==> src/rtl/tape_program_runner.sv <==
module tape_program_runner #(
  parameter int PROG_DEPTH = 256,
  parameter int TAPE_CELLS = 256,
  parameter int HEAD_HOME  = 128,
  parameter int STEP_W     = 32
) (
  input  logic                          clk,
  input  logic                          rst,
  input  logic                          start,
  input  logic                          prog_we,
  input  logic [$clog2(PROG_DEPTH)-1:0] prog_addr,
  input  logic [$clog2(PROG_DEPTH)+2:0] prog_wdata,
  input  logic                          len_we,
  input  logic [$clog2(PROG_DEPTH):0]   len_wdata,
  input  logic                          tape_we,
  input  logic [$clog2(TAPE_CELLS)-1:0] tape_waddr,
  input  logic                          tape_wbit,
  input  logic [$clog2(TAPE_CELLS)-1:0] tape_raddr,
  output logic                          tape_rbit,
  input  logic [STEP_W-1:0]             step_limit,
  output logic                          busy,
  output logic                          halted,
  output logic                          fault,
  output logic                          timeout,
  output logic [STEP_W-1:0]             step_count
);
  localparam int PA_W   = $clog2(PROG_DEPTH);
  localparam int PC_W   = PA_W + 1;
  localparam int TA_W   = $clog2(TAPE_CELLS);
  localparam int WORD_W = PA_W + 3;

  logic [WORD_W-1:0]     prog_mem [PROG_DEPTH];
  logic [TAPE_CELLS-1:0] tape;
  logic [PC_W-1:0]       pc, prog_len;
  logic [TA_W-1:0]       head;
  logic                  running, fault_q, to_q;
  logic [STEP_W-1:0]     steps;

  logic [WORD_W-1:0] word;
  logic [2:0]        op;
  logic [PC_W-1:0]   target, pc_inc;
  logic              scan, past_end, at_limit, at_left, at_right;

  assign word     = prog_mem[pc[PA_W-1:0]];
  assign op       = word[WORD_W-1 -: 3];
  assign target   = PC_W'(word[PA_W-1:0]);
  assign pc_inc   = pc + 1'b1;
  assign scan     = tape[head];
  assign past_end = (pc >= prog_len) || (op[2] && op[1]);
  assign at_limit = (step_limit != '0) && (steps == step_limit);
  assign at_left  = (head == '0);
  assign at_right = (head == TA_W'(TAPE_CELLS - 1));

  assign busy       = running;
  assign halted     = !running;
  assign fault      = fault_q;
  assign timeout    = to_q;
  assign step_count = steps;
  assign tape_rbit  = tape[tape_raddr];

  always_ff @(posedge clk)
    if (!rst && !running && prog_we)
      prog_mem[prog_addr] <= prog_wdata;

  always_ff @(posedge clk) begin
    if (rst) begin
      running  <= 1'b0;
      pc       <= '0;
      head     <= TA_W'(HEAD_HOME);
      fault_q  <= 1'b0;
      to_q     <= 1'b0;
      steps    <= '0;
      prog_len <= '0;
      tape     <= '0;
    end else if (!running) begin
      if (len_we)  prog_len         <= len_wdata;
      if (tape_we) tape[tape_waddr] <= tape_wbit;
      if (start) begin
        running <= 1'b1;
        pc      <= '0;
        head    <= TA_W'(HEAD_HOME);
        fault_q <= 1'b0;
        to_q    <= 1'b0;
        steps   <= '0;
      end
    end else if (past_end) begin
      running <= 1'b0;
    end else if (at_limit) begin
      running <= 1'b0;
      to_q    <= 1'b1;
    end else begin
      case (op)
        3'b000, 3'b001: begin
          tape[head] <= op[0];
          pc         <= pc_inc;
          steps      <= steps + 1'b1;
        end
        3'b010: begin
          if (at_left) begin
            running <= 1'b0;
            fault_q <= 1'b1;
          end else begin
            head  <= head - 1'b1;
            pc    <= pc_inc;
            steps <= steps + 1'b1;
          end
        end
        3'b011: begin
          if (at_right) begin
            running <= 1'b0;
            fault_q <= 1'b1;
          end else begin
            head  <= head + 1'b1;
            pc    <= pc_inc;
            steps <= steps + 1'b1;
          end
        end
        3'b100, 3'b101: begin
          pc    <= (scan == op[0]) ? target : pc_inc;
          steps <= steps + 1'b1;
        end
        default: running <= 1'b0;
      endcase
    end
  end
endmodule

==> config.mk <==
export PLATFORM = sky130hd
export DESIGN_NAME = tape_program_runner
export DESIGN_NICKNAME = d
export VERILOG_FILES = /design/src/rtl/tape_program_runner.sv
export SDC_FILE = /design/constraint.sdc
export NUM_CORES = 2
export LEC_CHECK = 0
export BUFFER_PORTS_ARGS = -buffer_cell sky130_fd_sc_hd__clkbuf_2
export CAP_MARGIN = 10
export CORE_MARGIN = 2
export CORE_UTILIZATION = 40
export CTS_CLUSTER_SIZE = 28
export DETAILED_ROUTE_END_ITERATION = 8
export GPL_ROUTABILITY_DRIVEN = 1
export PLACE_DENSITY = 0.65
export SLEW_MARGIN = 20
export SYNTH_ARGS = -nofsm -noshare
export SYNTH_HDL_FRONTEND = slang
export SYNTH_SLANG_ARGS = --single-unit
==> constraint.sdc <==
create_clock -name clk -period 6.1 [get_ports clk]
set_input_delay 0.61 -clock clk [delete_from_list [all_inputs] [get_ports clk]]
set_output_delay 0.61 -clock clk [all_outputs]
set_load 0.005 [all_outputs]
Word level (Yosys, flattened, before mapping)
Memory sizes are Yosys's and may differ from the RTL's. A register that Yosys moved wholly into a read port is not among the register bits.
Index checks and enable logic that the tools add are counted.
{ "totals": {"mem_count": 1, "ff_bits": 317, "ramBits": 2816, "out_inout_bits": 37} }
{ "op_classes": {"eq_ne": 19, "n_mux": 58, "n_reduce_logical": 24, "addsub": 4, "order_cmp": 6, "n_bitwise": 1} }
{ "mem_list": {"columns": ["name", "words", "width", "rd", "rd_clocked_by_memory_dff", "write_ports", "line", "rtl"], "rows": [
  ["prog_mem", 256, 11, 1, 1, 1, "32", "logic [WORD_W-1:0] prog_mem [PROG_DEPTH];"]
]} }
{ "op_table": {"columns": ["cell", "n"], "rows": [
  ["256-bit two-way mux", 5],
  ["256-bit bitwise mux", 2],
  ["32-bit two-way mux", 6],
  ["32-bit one-hot mux with 3 select lines", 1],
  ["8-bit two-way mux", 8],
  ["9-bit two-way mux", 7],
  ["9-bit one-hot mux with 4 select lines", 1],
  ["32-bit by 1-bit adder with 32-bit output (second input constant)", 1],
  ["32-bit == test", 1],
  ["32-bit nonzero test", 1],
  ["8-bit by 9-bit less-than comparator with 1-bit output (second input constant)", 3],
  ["6-bit AND reduction", 4],
  ["1-bit two-way mux", 21],
  ["1-bit binary-select mux with 8-bit select", 2],
  ["1-bit demux with 8-bit select", 2],
  ["8-bit by 1-bit greater-or-equal comparator with 1-bit output (second input constant)", 2],
  ["8-bit one-hot mux with 2 select lines", 1],
  ["3-bit != test (second input constant)", 4],
  ["9-bit by 1-bit adder with 9-bit output (second input constant)", 1],
  ["9-bit greater-or-equal comparator", 1],
  ["8-bit by 1-bit adder with 8-bit output (second input constant)", 1],
  ["8-bit == test (second input constant)", 1],
  ["8-bit zero test", 1],
  ["8-bit by 1-bit subtractor with 8-bit output (second input constant)", 1],
  ["22 further kinds", 34]
]} }

Longest topological paths before layout
{ "logic_depth": {"word_depth": 10, "mapped_depth": 25, "ltp_nobuf": 18} }

Worst setup path after synthesis
No wires, ideal clock.
{ "synth_timing": {"path_type": "flip-flop to flip-flop", "from": "register (tool-made name)", "to": "register head[7]", "synth_period_minus_slack_ps": 4901, "path_stages_with_launch": 24, "setup_ps": 95, "path_slack_ps": 1199, "arrival_ps": 4806, "required_time_ps": 6005, "path_buffers": 5, "cell_sequence": "dfxtp_1 > buf_4 > buf_6 > buf_6 > buf_4 > buf_4 > mux4_2 > mux4_2 > nand3_1 > o41a_1 > o2111ai_1 > o311a_2 > nor4_1 > inv_1 > ha_1 > a21o_1 > a21oi_1 > o21bai_1 > a21oi_1 > o21bai_1 > a21oi_1 > xnor2_1 > nor4_1 > a221oi_1"} }
{ "synth_rtl": {"columns": ["element", "line", "rtl"], "rows": [
  ["end signal, assigned", "69", "head <= TA_W'(HEAD_HOME);"],
  ["end signal, assigned", "81", "head <= TA_W'(HEAD_HOME);"],
  ["end signal, assigned", "103", "head <= head - 1'b1;"],
  ["end, declared", "35", "logic [TA_W-1:0] head;"]
]} }

==> results by group <==
Clocking
  • Clk buf depth: 4
  • Clk slew on worst S/H paths: 0.06 ns
  • # Post-CTS Setup Buffers: 0
  • Hold-fix buffers, CTS: 10
  • CTS tree: done
  • Clock sink total: 3141
  • Htree depth: 5
  • Clock Latency Late Sink: 0.94 ns
  • Clk root buf: clkbuf_16
  • Post-CTS Resized: 0
  • TritonCTS buffer count: 327

Global route
  • Initial antenna violation count: 22
  • First-pass GRT wire length: 544000 um
  • Pin count of the biggest net entering global routing: 178
  • Number of global-route vias before repair: 74200
  • Grt ovf: 0
  • GRT Util Overall: 22.4%

Logic synthesis
  • Asr flop ratio synth: 0%
  • Yosys warns: 0
  • Cells after Synth: 7095
  • Synth Register Bits: 3141
  • Syn Nets: 7196
  • Synthesized area per cell: 18.5 um^2
  • Synth Cell Area: 131000 um^2
  • Register area share after synthesis: 69.4%
  • Top FF cell, synth: edfxtp_1
  • Post-synth EDFFs: 2816
  • Cell variety after synth: 81

Worst setup path
  • R2R setup slack: 0.32 ns
  • Worst path slowest cell: nor4_1
  • Reg-to-reg critical path endpoint: head[7]
  • Critical-path cell list: buf_12, buf_12, mux4_2, mux2i_1, mux4_2, nor2_1, o311a_2, nor4_1, buf_4, inv_1, ha_1, a21o_1, a21oi_1, o21bai_1, a21oi_1, o21bai_1, a21oi_1, xnor2_1, nor4_1, a221oi_1
  • Crit path DAT: 6.60 ns
  • CP endpoint kind: register
  • Worst path max stage delay: 0.74 ns
  • CP Max Fanout: 38
  • Worst setup SP type: register
  • CP most frequent cell: a21oi_1
  • Critical path data required time: 6.92 ns
  • CP Class: reg -> reg
  • Worst reg-to-reg path cell count: 20

Power and ir drop
  • Switching power: 9.56 mW
  • Leakage: 44.3 nW
  • Pint: 35.0 mW
  • Sw Share: 21.5%
  • Power Density: 298 nW/um^2
  • Combinational cell fraction of total power: 3.2%
  • Seq pwr share: 52.7%
  • Worst vdd ir: 0.213 mV
  • Clk pwr share: 44.1%

Die
  • Core area: 327000 um^2
  • Initial Utilization: 40.1%
  • Die Ht: 577 um
  • Die width: 577 um
  • I/O pin total: 120
  • Die area: 333000 um^2
  • Cell row count: 210

Place
  • IO buf count: 119
  • Placer Congestion: 0.962
  • Placed insts: 11400
  • Place WS: 0.402 ns
  • Hpwl dp: 232000 um

Worst hold path
  • Hold_sp: prog_wdata[10]
  • Hold Path Stages: 1
  • Hold Crit Class: in -> reg
  • Worst Hold Path EP: prog_mem[127][10]

Drt
  • DRT antenna net count: 0
  • Post-DR vias/cell: 6.37
  • Final wirelength: 380000 um
  • Post-DR wirelength/cell: 31.7 um
  • # DRC: 0
  • Drt pass-1 iters: 9
  • DR iter-0 viols: 11100
  • Vias: 76400

Cells and area
  • FILL cells: 27300
  • Most frequent cells in the layout: edfxtp_1, mux4_2, buf_4
  • Layout cell share with drive strength beyond 1: 28.0%
  • Nets: 7486
  • Area Overhead vs Synth: 13.7%
  • Finished Layout Cells: 12000
  • Most common library cell in the layout ignoring fill and taps: edfxtp_1

Timing
  • TNS Setup: 0 ns
  • Final setup vio count: 0
  • Slew @ Worst Pin: 1.28 ns
  • Fin. Hold Viols: 0
  • Worst slew margin: 14.5%
  • Tmin final: 5.78 ns
  • Post-route clock skew: 0.0496 ns
  • Fin worst setup slack: 0.324 ns
  • RSZ-0062 raised after global routing: no
  • Final slew viol count: 0
  • Final Cycle Share: 94.7%
  • Max Clk Rate: 173 MHz

Run
  • Max cap viols: 0

Run status
  • Outcome: completed
power by group through the flow:
stage | Clock [mW] | Sequential (mW) | Combinational, mW
floorplan | 0 | 23.9 | 0.696
global placement | 0 | 23.9 | 1.34
detailed placement | 0 | 23.9 | 1.38
CTS | 19.9 | 23.5 | 1.39
global route | 20.7 | 23.4 | 1.48
finish | 19.6 | 23.5 | 1.41
critical path, delay by kind of cell, from the launching register on:
kind | cells | cell delay, ns
buf+inv | 4 | 0.89
compound gates | 8 | 1.69
xor+xnor | 1 | 0.18
flops | 1 | 0.69
fa+ha+maj | 1 | 0.26
mux | 3 | 1.01
simple gates | 3 | 0.88
how the worst max path moves through the flow:
stage	start	end	slack, ns
2_1_floorplan	register	head[7]	1.20
3_3_place_gp	register	head[7]	0.31
3_5_place_dp	register	head[7]	0.40
4_1_cts	register	head[7]	0.36
5_1_grt	register	head[7]	0.15
6_report	register	head[7]	0.32
cells by family (layout without fill, tap and decap cells):
kind of cell             after synthesis  in the layout  synth area share [%]
AND/OR/NAND/NOR                      866            866                  3.04
adder cells (fa/ha/maj)               18             18                 0.177
other                                  0              9                     0
multiplexers                        1114           1114                  18.0
flip-flops                          3141           3141                  69.4
AO/OA/AOI/OAI                       1287           1287                  6.92
buffers and inverters                629           1170                  2.13
XOR/XNOR                              40             40                 0.267
through the flow:
step | util [%] | area, um^2 | power [mW] | hold slack [ns]
floorplan | - | 131000 | 24.6 | 0.436
global placement | 42.3 | 138000 | 25.3 | 0.449
detailed placement | 42.4 | 138000 | 25.3 | 0.456
CTS | 45.6 | 149000 | 44.7 | 0.164
global route | 45.6 | 149000 | 45.6 | 0.0364
finish | 45.6 | 149000 | 44.5 | 0.0755
synth_stat cells (17+ instances only):
library cell	instances	share of area [%]
edfxtp_1	2816	64
mux4_2	999	17
clkbuf_1	350	1.0
nor2_1	343	0.98
a21oi_1	340	1.3
dfxtp_1	325	5.0
o22ai_1	267	1.3
a311oi_1	255	1.7
o22a_1	207	1.4
nand2_1	195	0.56
buf_2	169	0.64
mux2i_1	109	0.83
nand3_1	78	0.30
a22oi_1	57	0.33
buf_1	44	0.13
nor3_1	42	0.16
nor2b_1	39	0.19
xor2_1	35	0.23
o21ai_0	32	0.12
nand4_1	28	0.13
buf_4	24	0.14
nor4_1	24	0.11
inv_1	22	0.063
or4_1	21	0.12
o211ai_1	19	0.11
or2_2	18	0.086
ha_1	17	0.16
area by class of cell:
class,instances,area [um^2],area share (%)
clock buffers,403,8700,5.83
inverters,27,114,0.0763
repair buffers,563,4470,3.00
diodes,9,22.5,0.0151
well taps,4346,5440,3.65
clock inverters,177,1760,1.18
multi-input cells,3325,37600,25.2
flip-flops and latches,3141,91100,61.1
metal layers:
metal	up-vias	global-route usage, %	wire length (um)	share of wire (%)
met5	-	0.0287	55	0.014
met2	4874	34.5	176000	46
met4	10	8.29	14800	3.9
met1	40100	31.4	150000	39
met3	910	4.62	39800	10
li1	30600	-	-	-
registers in the layout (all words and copies together), names as in the netlist, named ones only:
| register | count |
|---|---|
| busy | 1 |
| tape | 256 |
| prog_len | 9 |
| step_count | 32 |
| head | 8 |
| prog_mem | 2816 |
| timeout | 1 |
| pc | 9 |
| fault | 1 |
(Power assumes the default switching activity.)
